File: src/rtl/hz_pkg.sv
package hz_pkg;

   localparam int OPC_W  = 4;
   localparam int STAT_W = 2;

   localparam logic [OPC_W-1:0] OPC_HALT  = 4'h0;
   localparam logic [OPC_W-1:0] OPC_NOP   = 4'h1;
   localparam logic [OPC_W-1:0] OPC_RRMV  = 4'h2;
   localparam logic [OPC_W-1:0] OPC_IRMV  = 4'h3;
   localparam logic [OPC_W-1:0] OPC_STORE = 4'h4;
   localparam logic [OPC_W-1:0] OPC_LOAD  = 4'h5;
   localparam logic [OPC_W-1:0] OPC_ALU   = 4'h6;
   localparam logic [OPC_W-1:0] OPC_JUMP  = 4'h7;
   localparam logic [OPC_W-1:0] OPC_CALL  = 4'h8;
   localparam logic [OPC_W-1:0] OPC_RET   = 4'h9;
   localparam logic [OPC_W-1:0] OPC_PUSH  = 4'hA;
   localparam logic [OPC_W-1:0] OPC_POP   = 4'hB;

   localparam logic [STAT_W-1:0] ST_OK  = 2'd0;
   localparam logic [STAT_W-1:0] ST_HLT = 2'd1;
   localparam logic [STAT_W-1:0] ST_ADR = 2'd2;
   localparam logic [STAT_W-1:0] ST_INS = 2'd3;

   typedef struct packed {
      logic f_stall;
      logic d_stall;
      logic d_bubble;
      logic e_bubble;
      logic m_bubble;
      logic w_stall;
   } pipe_ctl_t;

endpackage

File: src/rtl/hz_load_use.sv
module hz_load_use
   import hz_pkg::*;
#(
   parameter int REG_W   = 4,
   parameter int NUM_SRC = 2
) (
   input  logic [OPC_W-1:0]              e_opcode,
   input  logic [REG_W-1:0]              e_dst,
   input  logic [NUM_SRC-1:0][REG_W-1:0] d_src,
   output logic                          hazard
);
   localparam logic [REG_W-1:0] NO_REG = '1;

   logic                is_load;
   logic [NUM_SRC-1:0]  src_hit;

   assign is_load = (e_opcode == OPC_LOAD) || (e_opcode == OPC_POP);

   for (genvar i = 0; i < NUM_SRC; i++) begin : g_src
      assign src_hit[i] = (d_src[i] == e_dst);
   end

   assign hazard = is_load && (e_dst != NO_REG) && (|src_hit);

endmodule

File: src/rtl/hz_ret_watch.sv
module hz_ret_watch
   import hz_pkg::*;
#(
   parameter int N_STAGES = 3
) (
   input  logic [N_STAGES-1:0][OPC_W-1:0] stage_opc,
   output logic                           ret_pending
);
   logic [N_STAGES-1:0] is_ret;

   for (genvar s = 0; s < N_STAGES; s++) begin : g_stage
      assign is_ret[s] = (stage_opc[s] == OPC_RET);
   end

   assign ret_pending = |is_ret;

endmodule

File: src/rtl/hz_status_gate.sv
module hz_status_gate
   import hz_pkg::*;
(
   input  logic [STAT_W-1:0] m_stat,
   input  logic [STAT_W-1:0] w_stat,
   output logic              m_fault,
   output logic              w_fault,
   output logic              younger_ok
);
   assign m_fault    = (m_stat != ST_OK);
   assign w_fault    = (w_stat != ST_OK);
   assign younger_ok = !m_fault && !w_fault;
endmodule

File: src/rtl/hz_pipe_ctrl.sv
module hz_pipe_ctrl
   import hz_pkg::*;
#(
   parameter int REG_W = 4
) (
   input  logic [OPC_W-1:0]  d_opcode,
   input  logic [OPC_W-1:0]  e_opcode,
   input  logic [OPC_W-1:0]  m_opcode,
   input  logic [REG_W-1:0]  d_src_a,
   input  logic [REG_W-1:0]  d_src_b,
   input  logic [REG_W-1:0]  e_dst_mem,
   input  logic              e_cnd,
   input  logic [STAT_W-1:0] m_stat,
   input  logic [STAT_W-1:0] w_stat,
   output logic              f_stall,
   output logic              d_stall,
   output logic              d_bubble,
   output logic              e_bubble,
   output logic              m_bubble,
   output logic              w_stall,
   output logic              cc_wr_en
);
   localparam int NUM_SRC   = 2;
   localparam int RET_DEPTH = 3;

   if (REG_W < 2 || REG_W > 8) begin : g_bad_reg_w
      $error("hz_pipe_ctrl: REG_W out of supported range");
   end

   logic [NUM_SRC-1:0][REG_W-1:0]   src_vec;
   logic [RET_DEPTH-1:0][OPC_W-1:0] ret_opc;
   logic lu_hz, ret_hz, mispred, m_fault, w_fault, younger_ok;
   pipe_ctl_t ctl;

   assign src_vec = {d_src_b, d_src_a};
   assign ret_opc = {m_opcode, e_opcode, d_opcode};

   hz_load_use #(.REG_W(REG_W), .NUM_SRC(NUM_SRC)) u_load_use (
      .e_opcode (e_opcode),
      .e_dst    (e_dst_mem),
      .d_src    (src_vec),
      .hazard   (lu_hz)
   );

   hz_ret_watch #(.N_STAGES(RET_DEPTH)) u_ret_watch (
      .stage_opc   (ret_opc),
      .ret_pending (ret_hz)
   );

   hz_status_gate u_status (
      .m_stat     (m_stat),
      .w_stat     (w_stat),
      .m_fault    (m_fault),
      .w_fault    (w_fault),
      .younger_ok (younger_ok)
   );

   assign mispred = (e_opcode == OPC_JUMP) && !e_cnd;

   always_comb begin
      ctl          = '0;
      ctl.f_stall  = lu_hz || ret_hz;
      ctl.d_stall  = lu_hz;
      ctl.d_bubble = mispred || (ret_hz && !lu_hz);
      ctl.e_bubble = mispred || lu_hz;
      ctl.m_bubble = m_fault || w_fault;
      ctl.w_stall  = w_fault;
   end

   assign f_stall  = ctl.f_stall;
   assign d_stall  = ctl.d_stall;
   assign d_bubble = ctl.d_bubble;
   assign e_bubble = ctl.e_bubble;
   assign m_bubble = ctl.m_bubble;
   assign w_stall  = ctl.w_stall;
   assign cc_wr_en = (e_opcode == OPC_ALU) && younger_ok;

   always_comb begin
      assert_d_exclusive_R6: assert (!(d_stall && d_bubble))
         else $error("decode held and flushed together");
      assert_lu_response_R2: assert (!lu_hz || (f_stall && e_bubble && !d_bubble))
         else $error("load/use response incomplete");
      assert_ret_hold_R5: assert (!ret_hz || f_stall)
         else $error("return pending without fetch hold");
      assert_m_flush_R7: assert (!w_stall || m_bubble)
         else $error("write-back held without memory flush");
      assert_cc_block_R9: assert (!cc_wr_en || younger_ok)
         else $error("condition codes enabled behind a fault");
   end

endmodule

File: config.mk
export PLATFORM = sky130hd
export DESIGN_NAME = hz_pipe_ctrl
export DESIGN_NICKNAME = d
export VERILOG_FILES = /design/src/rtl/hz_pkg.sv /design/src/rtl/hz_load_use.sv /design/src/rtl/hz_ret_watch.sv /design/src/rtl/hz_status_gate.sv /design/src/rtl/hz_pipe_ctrl.sv
export SDC_FILE = /design/constraint.sdc
export NUM_CORES = 1
export LEC_CHECK = 0
export BUFFER_PORTS_ARGS = -buffer_cell sky130_fd_sc_hd__buf_2
export CAP_MARGIN = 20
export CORE_AREA = 2 2 39 41
export DETAILED_ROUTE_END_ITERATION = 8
export DIE_AREA = 0 0 41 43
export SYNTH_ARGS = -nofsm -noshare
export SYNTH_HDL_FRONTEND = slang
export SYNTH_SLANG_ARGS = --single-unit
File: constraint.sdc
create_clock -name vclk -period 1.2
set_input_delay 0.12 -clock vclk [all_inputs]
set_output_delay 0.12 -clock vclk [all_outputs]
set_load 0.01 [all_outputs]
==> results.md <==
* CP max-delay cell: nor4_2
* WS Path Type: primary input to output pin
* Final setup margin at -71.3 ps
* Placeable Area at 1380 um2
* Tightest Pin Transition at 288 ps
* DRC at 0
* Dpl hpwl at 711 um
* Postcts setup bufs at 0
* Tcrit/Tclk final at 106%
* Cells after Synth at 28
* Hold Buf Count CTS at 0
* Slew HR at 80.6%
* Min-delay worst type: primary input to output pin
* Required @ worst endpoint at 1080 ps
* Die Span X at 41 um
* Max stage delay on crit path at 310 ps
* Design Area, Final at 502 um2
* Total global routing overflow at 0
* Largest fanout on the critical path at 3
* Synth warn at 0
* TritonRoute pass-1 iters at 2
* Hold_ws at 537 ps
* Max Cap Viol at 0
* Max Clock Freq at 787 MHz
* FF/Latch Area at 0 um2
* Synth area leader: xor2_1
* Dominant cells by area after synthesis: xor2_1 34%, nor4bb_1 15%, nand3b_1 7.3%
* Tot Pwr at 145 uW
* Top-area cell type share of the netlist area at 34.1%
* Number of instances in the placed design at 83
* DIE AREA at 1760 um2
* DRT iter0 DRCs at 3
* Net count after synthesis at 57
* Critical-path cell list: buf_6 -> xor2_1 -> nor4_2 -> o2111ai_2 -> inv_2 -> a21oi_2 -> buf_2
* Post-synth top cells: 8 x xor2_1, 3 x nor4bb_1
* DRT Wirelength at 824 um
* Die height at 43 um
* RSZ-0062 raised after global routing: true
* Register area share after synthesis at 0%
* Rows at 14
* Final setup viols at 4
* Post-route insts no fill at 83
* Most common cell in the netlist: xor2_1
* Post-DR vias/cell at 4.43
* Max VDD drop at 82.6 uV
* Antenna Violating Nets Remaining at 0
* Mean Syn Cell Area at 7.33 um2
* Power per cell area at 289 nW/um2
* Number of sequential cells at 0
* Failing checks: negative setup slack
* Post-synth cell types at 15
* First-pass GRT wire length at 1280 um
* CP Capture Type: output pin
* Fin. max-slew vios at 0
* Initial Utilization at 14.8%
* Final net count at 98
* Pre-CTS WS at -169 ps
* Worst setup SP type: primary input
* Hold depth at 3
* CP startpoint: d_src_a[2]
* DP Area at 433 um2
* Final hold violation count at 0
* CLK BUF at 0
* Hold path startpoint: e_opcode[0]
* Vias in the first global route at 370
* Leakage at 0.000260 uW
* Cell Area, Synth at 205 um2
* Critical Path AT at 1150 ps
* P&R area growth vs syn at 145%
* Ant diodes at 0
* Share of layout cells above drive strength 1 at 71.6%
* Initial antenna violation count at 0
* Largest net degree at the start of global routing at 5
* Routability Congestion at 0.637
* Wire length per cell at 9.93 um
* Buffers on Ports at 36
* Via count of the routed design at 368
* Gr usage total at 9.69%
* Fin crit period at 1270 ps
* I/O pin count at 36
* Outcome: finished, violations left
[path summary, 6_finish.rpt]
kind	endpoint	slack, ps
max	d_bubble	-70
min	cc_wr_en	540
[cell usage in the layout (no fill, tap or decap)]
| cell type | n |
|---|---|
| a21oi_2 | 1 |
| buf_2 | 30 |
| buf_4 | 3 |
| buf_6 | 6 |
| inv_2 | 1 |
| nand2_1 | 2 |
| nand2b_1 | 1 |
| nand3b_1 | 2 |
| nand4_1 | 1 |
| nor3_1 | 1 |
| nor3_2 | 1 |
| nor4_2 | 2 |
| nor4bb_1 | 3 |
| o2111ai_2 | 1 |
| o21ai_0 | 1 |
| or2_1 | 1 |
| or3_4 | 1 |
| or3b_2 | 1 |
| xor2_1 | 7 |
| xor2_2 | 1 |
[cell families after synthesis]
group                     Yosys count  synth area share (%)
AOI/OAI and AO/OA                   3                  11.0
xor gates and xnor gates            8                  34.1
buffers and inverters               1                  1.83
and+or+nand+nor                    16                  53.1
[metrics by stage]
step | util (%) | TNS (ps)
6_report | 36.3 | -157
5_1_grt | 36.3 | -498
4_1_cts | 34.4 | -147
3_5_place_dp | 31.3 | -526
3_3_place_gp | 31.3 | -374
2_1_floorplan | - | 0
[power breakdown]
| part | switching [uW] | internal (uW) | total [uW] |
|---|---|---|---|
| registers | 0 | 0 | 0 |
| clock network | 0 | 0 | 0 |
| logic | 59.3 | 85.5 | 145 |
| total | 59.3 | 85.5 | 145 |
[final cells by class]
type	count	area, um2
Fill cell	158	882
Inverter	1	3.75
Multi-Input combinational cell	27	238
Tap cell	16	20.0
Timing Repair Buffer	39	240
[metal layers]
layer  global-route usage, %  up-vias  wire [um]
li1                        -      183          -
met1                    10.1      164        282
met2                    20.3       21        457
met3                       0        0         85
met4                       0        0          0
met5                       0        -          0
[worst max-delay path, delay by kind of cell]
family                 cells  cell delay (ps)
XOR/XNOR                   1              150
AND/OR/NAND/NOR            1              310
AO/OA/AOI/OAI              2              240
buffers and inverters      3              330
[what timing repair did]
item,4_1_cts,5_1_grt
endpoints found under the setup margin,5,5
pin swaps,7,5
resized for setup,9,5
Power figures use the tool's default switching activity.
